$ cat src/rtl/serial_char_rx_pkg.sv
// Shared types for the serial character receiver.
package serial_char_rx_pkg;

    // Control sequence: hunt, start check, data, parity, stop, transfer, complete.
    typedef enum logic [2:0] {
        ST_HUNT   = 3'd0,
        ST_START  = 3'd1,
        ST_DATA   = 3'd2,
        ST_PARITY = 3'd3,
        ST_STOP   = 3'd4,
        ST_XFER   = 3'd5,
        ST_DONE   = 3'd6
    } rx_state_e;

endpackage

$ cat src/rtl/rx_line_sync.sv
// Two-flop synchroniser for the serial line, followed by falling-edge detection.
// Assumes the line idles high; all registers reset to the idle level.
module rx_line_sync (
    input  logic clk,
    input  logic rst_n,
    input  logic line_in,
    output logic line_s,
    output logic fall
);
    logic meta_q;
    logic prev_q;

    // Bring the asynchronous line into the clock domain and keep one older sample.
    always_ff @(posedge clk) begin
        if (!rst_n) begin
            meta_q <= 1'b1;
            line_s <= 1'b1;
            prev_q <= 1'b1;
        end else begin
            meta_q <= line_in;
            line_s <= meta_q;
            prev_q <= line_s;
        end
    end

    // A high-to-low step of the synchronised line.
    assign fall = prev_q & ~line_s;
endmodule

$ cat src/rtl/rx_bit_timer.sv
// Counts cycles within a bit period. tick pulses after HALF_BIT cycles when
// half_sel is set, otherwise after CLKS_PER_BIT cycles. clr holds it at zero.
// Assumes CLKS_PER_BIT >= 4.
module rx_bit_timer #(
    parameter int CLKS_PER_BIT = 16
) (
    input  logic clk,
    input  logic rst_n,
    input  logic clr,
    input  logic half_sel,
    output logic tick
);
    localparam int HALF_BIT = CLKS_PER_BIT / 2;
    localparam int CNT_W    = $clog2(CLKS_PER_BIT);

    logic [CNT_W-1:0] cnt_q;

    assign tick = !clr && (cnt_q == (half_sel ? CNT_W'(HALF_BIT - 1)
                                              : CNT_W'(CLKS_PER_BIT - 1)));

    // Free-running count, restarted on clear and after each tick.
    always_ff @(posedge clk) begin
        if (!rst_n || clr || tick) begin
            cnt_q <= '0;
        end else begin
            cnt_q <= cnt_q + 1'b1;
        end
    end
endmodule

$ cat src/rtl/rx_ctrl.sv
// Control state machine: hunts for a start edge, confirms it at half a bit,
// steps through data, parity and stop bits at each tick, then transfer and
// completion states. Emits strobes for the datapath in the top module.
module rx_ctrl
    import serial_char_rx_pkg::*;
#(
    parameter int DATA_BITS = 8
) (
    input  logic      clk,
    input  logic      rst_n,
    input  logic      line_s,
    input  logic      fall,
    input  logic      tick,
    output logic      timer_clr,
    output logic      half_sel,
    output logic      start_ok,
    output logic      shift_en,
    output logic      par_en,
    output rx_state_e state
);
    localparam int IDX_W = $clog2(DATA_BITS);

    rx_state_e        nxt;
    logic [IDX_W-1:0] idx_q;

    assign timer_clr = (state == ST_HUNT);
    assign half_sel  = (state == ST_START);
    assign start_ok  = (state == ST_START) && tick && !line_s;
    assign shift_en  = (state == ST_DATA) && tick;
    assign par_en    = (state == ST_PARITY) && tick;

    // Next-state selection.
    always_comb begin
        nxt = state;
        case (state)
            ST_HUNT:   if (fall) nxt = ST_START;
            ST_START:  if (tick) nxt = line_s ? ST_HUNT : ST_DATA;
            ST_DATA:   if (tick && idx_q == IDX_W'(DATA_BITS - 1)) nxt = ST_PARITY;
            ST_PARITY: if (tick) nxt = ST_STOP;
            ST_STOP:   if (tick) nxt = ST_XFER;
            ST_XFER:   nxt = ST_DONE;
            ST_DONE:   nxt = ST_HUNT;
            default:   nxt = ST_HUNT;
        endcase
    end

    // State register.
    always_ff @(posedge clk) begin
        if (!rst_n) state <= ST_HUNT;
        else        state <= nxt;
    end

    // Data bit index, zeroed at each confirmed start.
    always_ff @(posedge clk) begin
        if (!rst_n || start_ok) idx_q <= '0;
        else if (shift_en)      idx_q <= idx_q + 1'b1;
    end
endmodule

$ cat src/rtl/serial_char_rx.sv
// Serial character receiver top. Holds the datapath: a collecting shift
// register, a holding register loaded in the transfer state, the buffer-full
// flag and the held parity flag. The parity flop is enabled by buffer_full.
// Assumes one start bit, DATA_BITS data bits LSB first, even parity, one stop.
module serial_char_rx
    import serial_char_rx_pkg::*;
#(
    parameter int CLKS_PER_BIT = 16,
    parameter int DATA_BITS    = 8,
    parameter int OUT_W        = 16
) (
    input  logic             clk,
    input  logic             rst_n,
    input  logic             rx_line,
    output logic [OUT_W-1:0] data_out,
    output logic             buffer_full,
    output logic             parity_error
);
    logic                 line_s, fall, tick;
    logic                 timer_clr, half_sel, start_ok, shift_en, par_en;
    rx_state_e            rx_state;
    logic [DATA_BITS-1:0] shift_q;
    logic [DATA_BITS-1:0] hold_q;
    logic                 par_shift_q;
    logic                 par_hold_q;

    rx_line_sync i_sync (
        .clk(clk), .rst_n(rst_n), .line_in(rx_line), .line_s(line_s), .fall(fall)
    );

    rx_bit_timer #(.CLKS_PER_BIT(CLKS_PER_BIT)) i_timer (
        .clk(clk), .rst_n(rst_n), .clr(timer_clr), .half_sel(half_sel), .tick(tick)
    );

    rx_ctrl #(.DATA_BITS(DATA_BITS)) i_ctrl (
        .clk(clk), .rst_n(rst_n), .line_s(line_s), .fall(fall), .tick(tick),
        .timer_clr(timer_clr), .half_sel(half_sel), .start_ok(start_ok),
        .shift_en(shift_en), .par_en(par_en), .state(rx_state)
    );

    // Collect data bits LSB first and capture the parity bit.
    always_ff @(posedge clk) begin
        if (!rst_n) begin
            shift_q     <= '0;
            par_shift_q <= 1'b0;
        end else begin
            if (shift_en) shift_q     <= {line_s, shift_q[DATA_BITS-1:1]};
            if (par_en)   par_shift_q <= line_s;
        end
    end

    // Transfer state: copy the collected character into the holding register.
    always_ff @(posedge clk) begin
        if (!rst_n) begin
            hold_q     <= '0;
            par_hold_q <= 1'b0;
        end else if (rx_state == ST_XFER) begin
            hold_q     <= shift_q;
            par_hold_q <= par_shift_q;
        end
    end

    // Buffer-full: set entering completion, cleared by a confirmed start.
    always_ff @(posedge clk) begin
        if (!rst_n)                    buffer_full <= 1'b0;
        else if (rx_state == ST_XFER)  buffer_full <= 1'b1;
        else if (start_ok)             buffer_full <= 1'b0;
    end

    // Parity flop, loaded only while buffer_full is high; holds otherwise.
    always_ff @(posedge clk) begin
        if (!rst_n)           parity_error <= 1'b0;
        else if (buffer_full) parity_error <= (^hold_q) ^ par_hold_q;
    end

    // Character in the low bits, zero above.
    generate
        if (OUT_W > DATA_BITS) begin : g_pad
            assign data_out = {{(OUT_W - DATA_BITS){1'b0}}, hold_q};
        end else begin : g_trunc
            assign data_out = hold_q[OUT_W-1:0];
        end
    endgenerate
endmodule

$ cat config.mk
export PLATFORM = sky130hd
export DESIGN_NAME = serial_char_rx
export DESIGN_NICKNAME = d
export VERILOG_FILES = /design/src/rtl/serial_char_rx_pkg.sv /design/src/rtl/rx_line_sync.sv /design/src/rtl/rx_bit_timer.sv /design/src/rtl/rx_ctrl.sv /design/src/rtl/serial_char_rx.sv
export SDC_FILE = /design/constraint.sdc
export NUM_CORES = 1
export LEC_CHECK = 0
export ABC_AREA = 1
export BUFFER_PORTS_ARGS = -buffer_cell sky130_fd_sc_hd__clkbuf_2
export CAP_MARGIN = 0
export CORE_ASPECT_RATIO = 2
export CORE_MARGIN = 3
export CORE_UTILIZATION = 58
export CTS_BUF_LIST = sky130_fd_sc_hd__clkbuf_4 sky130_fd_sc_hd__clkbuf_8
export DETAILED_ROUTE_END_ITERATION = 7
export MAX_ROUTING_LAYER = met4
export PLACE_DENSITY = 0.9
export REMOVE_ABC_BUFFERS = 1
export SYNTH_ARGS = -nofsm -noshare
export SYNTH_HDL_FRONTEND = slang
export SYNTH_SLANG_ARGS = --single-unit
export TNS_END_PERCENT = 10
$ cat constraint.sdc
create_clock -name clk -period 1.7 [get_ports clk]
set_clock_uncertainty 0.05 [all_clocks]
set_input_delay 0.085 -clock clk [delete_from_list [all_inputs] [get_ports clk]]
set_output_delay 0.085 -clock clk [all_outputs]
set_load 0.01 [all_outputs]
# After elaboration in Yosys (flattened, before gate mapping)
# Cells that the tools add are included.
[word_totals]
inputBits = 3
ff_bits = 33
wordCells = 55
[op_classes]
n_eq_ne = 12
add_sub_neg = 2
mux = 10
bitwise = 3
reduce_logical = 16
[op_table]
columns = ["op", "n"]
rows = [
  ["one-hot mux 3 bit (6 select lines)", 1],
  ["2-to-1 mux 3 bit", 5],
  ["== test 3 bit (second input constant)", 3],
  ["XOR reduction 8 bit", 1],
  ["== test 3 x 2 -> 1 bit (second input constant)", 2],
  ["logical AND 1 bit", 6],
  ["!= test 2 x 1 -> 1 bit (second input constant)", 3],
  ["AND reduction 5 bit", 1],
  ["adder 4 x 1 -> 4 bit (second input constant)", 1],
  ["== test 4 bit", 1],
  ["2-to-1 mux 4 bit", 1],
  ["!= test 2 bit (second input constant)", 2],
  ["adder 3 x 1 -> 3 bit (second input constant)", 1],
  ["== test 3 x 1 -> 1 bit (second input constant)", 1],
  ["zero test 1 bit", 3],
  ["zero test 3 bit", 1],
  ["logical OR 1 bit", 3],
  ["2-to-1 mux 1 bit", 2],
  ["2-to-1 mux 2 bit", 1],
  ["nonzero test 2 bit", 1],
  ["bitwise AND 1 bit", 1],
  ["NOT 1 bit", 1],
  ["XOR 1 bit", 1],
]

# Longest topological paths before layout
[depth]
word_depth = 8
depth_mapped = 10
depth_no_buf = 10

# Hierarchy
# From an unflattened synthesis, not the netlist that was laid out.
[hier_totals]
hier_cells = 224
hier_area_um2 = 1566.5
[by_module_without_submodules]
columns = ["mod", "seq_area_each_um2", "area_each_um2", "instances", "cells_per_inst"]
rows = [
  ["serial_char_rx", 400.4, 894.6, 1, 126],
  ["rx_ctrl", 120.1, 395.4, 1, 60],
  ["rx_bit_timer", 80.1, 186.4, 1, 27],
  ["rx_line_sync", 60.1, 90.1, 1, 11],
]

# Worst setup path before layout
# Ideal clock, no wire load.
[synth_timing]
kind = "register -> register"
from = "register i_timer.cnt_q[0]"
to = "register i_ctrl.state[1]"
setup_slack_ns = 0.384
period_less_slack_ns = 1.316
setup_ns = 0.116
t_arrival_ns = 1.151
required_ns = 1.534
path_stages_with_launch = 9
cell_sequence = "dfxtp_1 > ha_1 > nand2_1 > inv_1 > nand3_4 > a21oi_4 > nand2_1 > nor2_1 > nor2_1"
[synth_between]
elab_chain_len = 5
[synth_lines]
columns = ["item", "line", "text"]
rows = [
  ["from (decl)", "rx_bit_timer.sv:16", "logic [CNT_W-1:0] cnt_q;"],
  ["from (signal assigned)", "rx_bit_timer.sv:26", "cnt_q <= cnt_q + 1'b1;"],
  ["== test 4 bit (*)", "rx_bit_timer.sv:18", "assign tick = !clr && (cnt_q == (half_sel ? CNT_W'(HALF_BIT - 1)"],
  ["logical AND 1 bit (*)", "rx_bit_timer.sv:18", ""],
  ["logical AND 1 bit", "rx_ctrl.sv:38", "ST_DATA: if (tick && idx_q == IDX_W'(DATA_BITS - 1)) nxt = ST_PARITY;"],
  ["!= test 2 bit (no line)", "-", ""],
  ["AND reduction 5 bit (no line) (*)", "-", ""],
  ["to (signal assigned)", "rx_ctrl.sv:50", "else state <= nxt;"],
  ["to (decl)", "rx_ctrl.sv:19", "output rx_state_e state"],
]
# Mark *: on every way between the ends. The rest lies on a longest branch, timed or not.
# A chain may end at the register's enable or synchronous reset.

# Worst setup path in the final report
[layout_timing]
from = "register i_ctrl.state[0]"
to = "register shift_q[5]"
[layout_between]
elab_chain_len = 5
[layout_lines]
columns = ["item", "line", "text"]
rows = [
  ["== test 3 x 1 -> 1 bit", "rx_ctrl.sv:27", "assign half_sel = (state == ST_START);"],
  ["2-to-1 mux 4 bit", "rx_bit_timer.sv:18", ""],
  ["== test 4 bit", "rx_bit_timer.sv:18", ""],
  ["logical AND 1 bit", "rx_bit_timer.sv:18", ""],
  ["logical AND 1 bit (*)", "rx_ctrl.sv:29", "assign shift_en = (state == ST_DATA) && tick;"],
  ["to (signal assigned)", "serial_char_rx.sv:47", "if (shift_en) shift_q <= {line_s, shift_q[DATA_BITS-1:1]};"],
  ["to (decl)", "serial_char_rx.sv:22", "logic [DATA_BITS-1:0] shift_q;"],
]
# Marked as above.

==> flow_summary.yaml <==
sta:
  finalCriticalPeriod_ns: 1.57
  finalHoldViolCount: 0
  finalCritPeriodShare_pct: 92.6
  finalSetupViolCount: 0
  fmax_mhz: 635
  setup_total_negative_slack_ns: 0
  postLayoutSetupSlackWorst_ns: 0.126
  maxSlewViolCount: 0
  rsz_0062_raised_after_global_routing: "no"
clock_network:
  path_clk_slew_ns: 0.07
  cts.htree.levels: 2
  cts_repair_resizes: 0
  cts_buffer_depth: 2
  worst_skew_pair.late_latency_ns: 0.29
  cts_made_buffers: 5
  cts_tree: "done"
  cts.sink_count: 33
  cts.root.buffer_cell: "clkbuf_8"
placed_design:
  count_of_input_and_output_buffers: 12
  post-dp-hpwl_microns: 2170
  gp_congestion: 0.809
  pre_cts_setup_slack_ns: 0.167
yosys:
  ys_seq_elements: 33
  seq_area_frac_synth_pct: 43.0
  avg_inst_size_synth_sq_um: 7.68
  largest_area_contributor_in_the_synthesized_netlist: "dfxtp_1"
  yosysTopAreaCellShare_pct: 43.0
  synth_cells: 200
  post_synth_num_cell_types: 29
  synth_warnings: 0
  post_synth_instance_area_sq_mm: 0.00154
  synthTopCellsByArea: "dfxtp_1, nor2_1, a21oi_1"
global_routing:
  antenna_found_initial: 0
  first_global_vias: 1171
  grt_max_degree: 21
  groute.usage.overall_pct: 20.6
  grt_first_pass_wirelength_microns: 5000
  grt.overflow.total: 0
setup_path:
  worst-endpoint-arrival_ns: 1.71
  critical_path.top_delay_family: "simple AND/OR/NAND/NOR gates"
  timing.setup.critical_path_class: "flop to flop"
  critical_path_cell_with_the_highest_stage_delay: "dfxtp_1"
  path_common_cell: "nor2_1"
  worst_path_buffer_plus_inverter_count: 1
  timing.critical_path.cells: "nand3_2 > nand2_2 > nand3_4 > nor2_8 > inv_2 > nor2_1 > nor2_1"
  setup.worst_path.start_class: "flop"
  worst_path_largest_cell_delay_ns: 0.50
  rr_startpoint: "i_ctrl.state[0]"
  crit_path_max_fanout: 14
  startpoint: "i_ctrl.state[0]"
  critPathRequiredTime_ns: 1.84
  setup.worst_path.end_class: "flop"
cells_and_area:
  post_route_cells_drive_above_1_share_pct: 16.7
  final.fill_count: 218
  nets: 221
  areaGrowthSynthToFinish_pct: 11.1
  final-seq-area_sq_um: 661
  post-route-util_pct: 69.9
  footprint_of_the_multi_input_gates_sq_um: 719
  antennaDiodeCount: 0
pwr:
  p_leak_nw: 0.828
  vdd_ir_drop_max_uv: 907
  seq_power_share_pct: 41.3
  internal_portion_of_total_power_mw: 1.57
  part_of_the_power_in_the_clock_network_pct: 33.8
  power.switching_fraction_pct: 31.8
  power_density_mw_per_mm2: 1350
  combinationalPowerShare_pct: 24.8
  total_switching_power_uw: 731
route:
  wirelength_microns: 2870
  wl_per_cell_microns: 11.8
  num_vias: 1257
  drt-pass1-iter-count: 4
  detailedRoute.firstIterationViolations: 30
  avgViaCountPerCell: 5.17
  antenna_violating_nets_post_route: 0
  drc: 0
floorplanning:
  die_area_sq_mm: 0.00334
  initial_utilization_pct: 62.9
  ios: 21
  dieHeight_microns: 78.8
  chipWidth_microns: 42.4
  fp-row-count: 25
  coreArea_sq_mm: 0.00244
outcome:
  run_status: "completed"
flow_run:
  max_cap_viol_count: 0
min_path:
  hold_path_startpoint: "rst_n"
  timing.hold.worst.class: "input port to flop"
## power groups by stage
stage / sequential [mW] / combinational [mW] / clock [mW]
6_report: 0.949 / 0.570 / 0.777
5_1_grt: 0.960 / 0.664 / 0.827
4_1_cts: 0.948 / 0.579 / 0.798
3_5_place_dp: 0.966 / 0.575 / 0
3_3_place_gp: 0.959 / 0.553 / 0
2_1_floorplan: 0.966 / 0.427 / 0
## through the flow
step	power, mW	hold slack [ns]	instance area (sq um)	instances
2_1_floorplan	1.39	0.104	1470	193
3_3_place_gp	1.51	0.221	1580	234
4_1_cts	2.32	0.0639	1710	243
3_5_place_dp	1.54	0.225	1580	234
5_1_grt	2.45	0.0789	1710	243
6_report	2.30	0.0691	1710	243
## metal layers
layer | GRT usage (%) | wire [microns]
met2 | 37.6 | 1710
met4 | 13.7 | 84
met1 | 17.8 | 985
met5 | - | 0
met3 | 4.99 | 95
## sequential cells by signal, indices dropped and copies added (netlist names)
name           cells
i_sync.meta_q      1
par_hold_q         1
i_sync.prev_q      1
parity_error       1
i_timer.cnt_q      4
buffer_full        1
hold_q             8
i_ctrl.idx_q       3
i_sync.line_s      1
i_ctrl.state       3
par_shift_q        1
shift_q            8
## cell families after synthesis
| family | Yosys count | synth area share, % |
|---|---|---|
| other cells | 1 | 0.244 |
| buf+inv | 37 | 11.8 |
| flops | 33 | 43.0 |
| fa+ha+maj | 3 | 2.45 |
| compound gates | 41 | 14.3 |
| xor+xnor | 6 | 3.42 |
| simple gates | 79 | 24.8 |
## cell usage in the layout (no fill, tap or decap), types with 2 or more instances in the layout
| cell | n |
|---|---|
| nand2_1 | 24 |
| o21ai_0 | 14 |
| nand3_1 | 10 |
| buf_4 | 2 |
| xnor2_1 | 3 |
| xor2_1 | 3 |
| clkbuf_8 | 6 |
| or2_2 | 2 |
| o21ai_1 | 7 |
| nand2_2 | 3 |
| dfxtp_1 | 33 |
| clkbuf_2 | 12 |
| conb_1 | 8 |
| ha_1 | 3 |
| inv_1 | 20 |
| nor2_1 | 32 |
| a21oi_1 | 18 |
| inv_2 | 3 |
## what timing repair did
action | 4_1_cts | 5_1_grt
hold endpoints to repair | 1 | 0
endpoints found under the setup margin | 0 | 0
buffers inserted | 0 | 0
hold buffers | 1 | 0
## layout make-up
type	count	area share (%)
multi-input cells	137	42.2
flip-flops and latches	33	38.7
clock buffers	7	5.28
inverters	23	5.06
repair buffers	15	4.99
well taps	27	1.98
clock inverters	1	1.76
## synthesized netlist by cell type (all sizes together)
cell and number:
dfxtp 33, nor2 33, nand2 27, inv 23
o21ai 21, a21oi 19, nand3 12, buf 10
clkbuf 4, ha 3, xnor2 3, xor2 3
nand4 2, nor3 2, or2 2, conb 1
nor3b 1, o21bai 1
## worst paths after layout
kind | slack [ns] | depth (start not counted) | to
max | 0.13 | 7 | shift_q[5]
max reg2reg | 0.13 | 7 | shift_q[5]
min reg2reg | 0.37 | 1 | i_sync.line_s
min | 0.07 | 2 | i_sync.prev_q
Power figures use the tool's default switching activity.
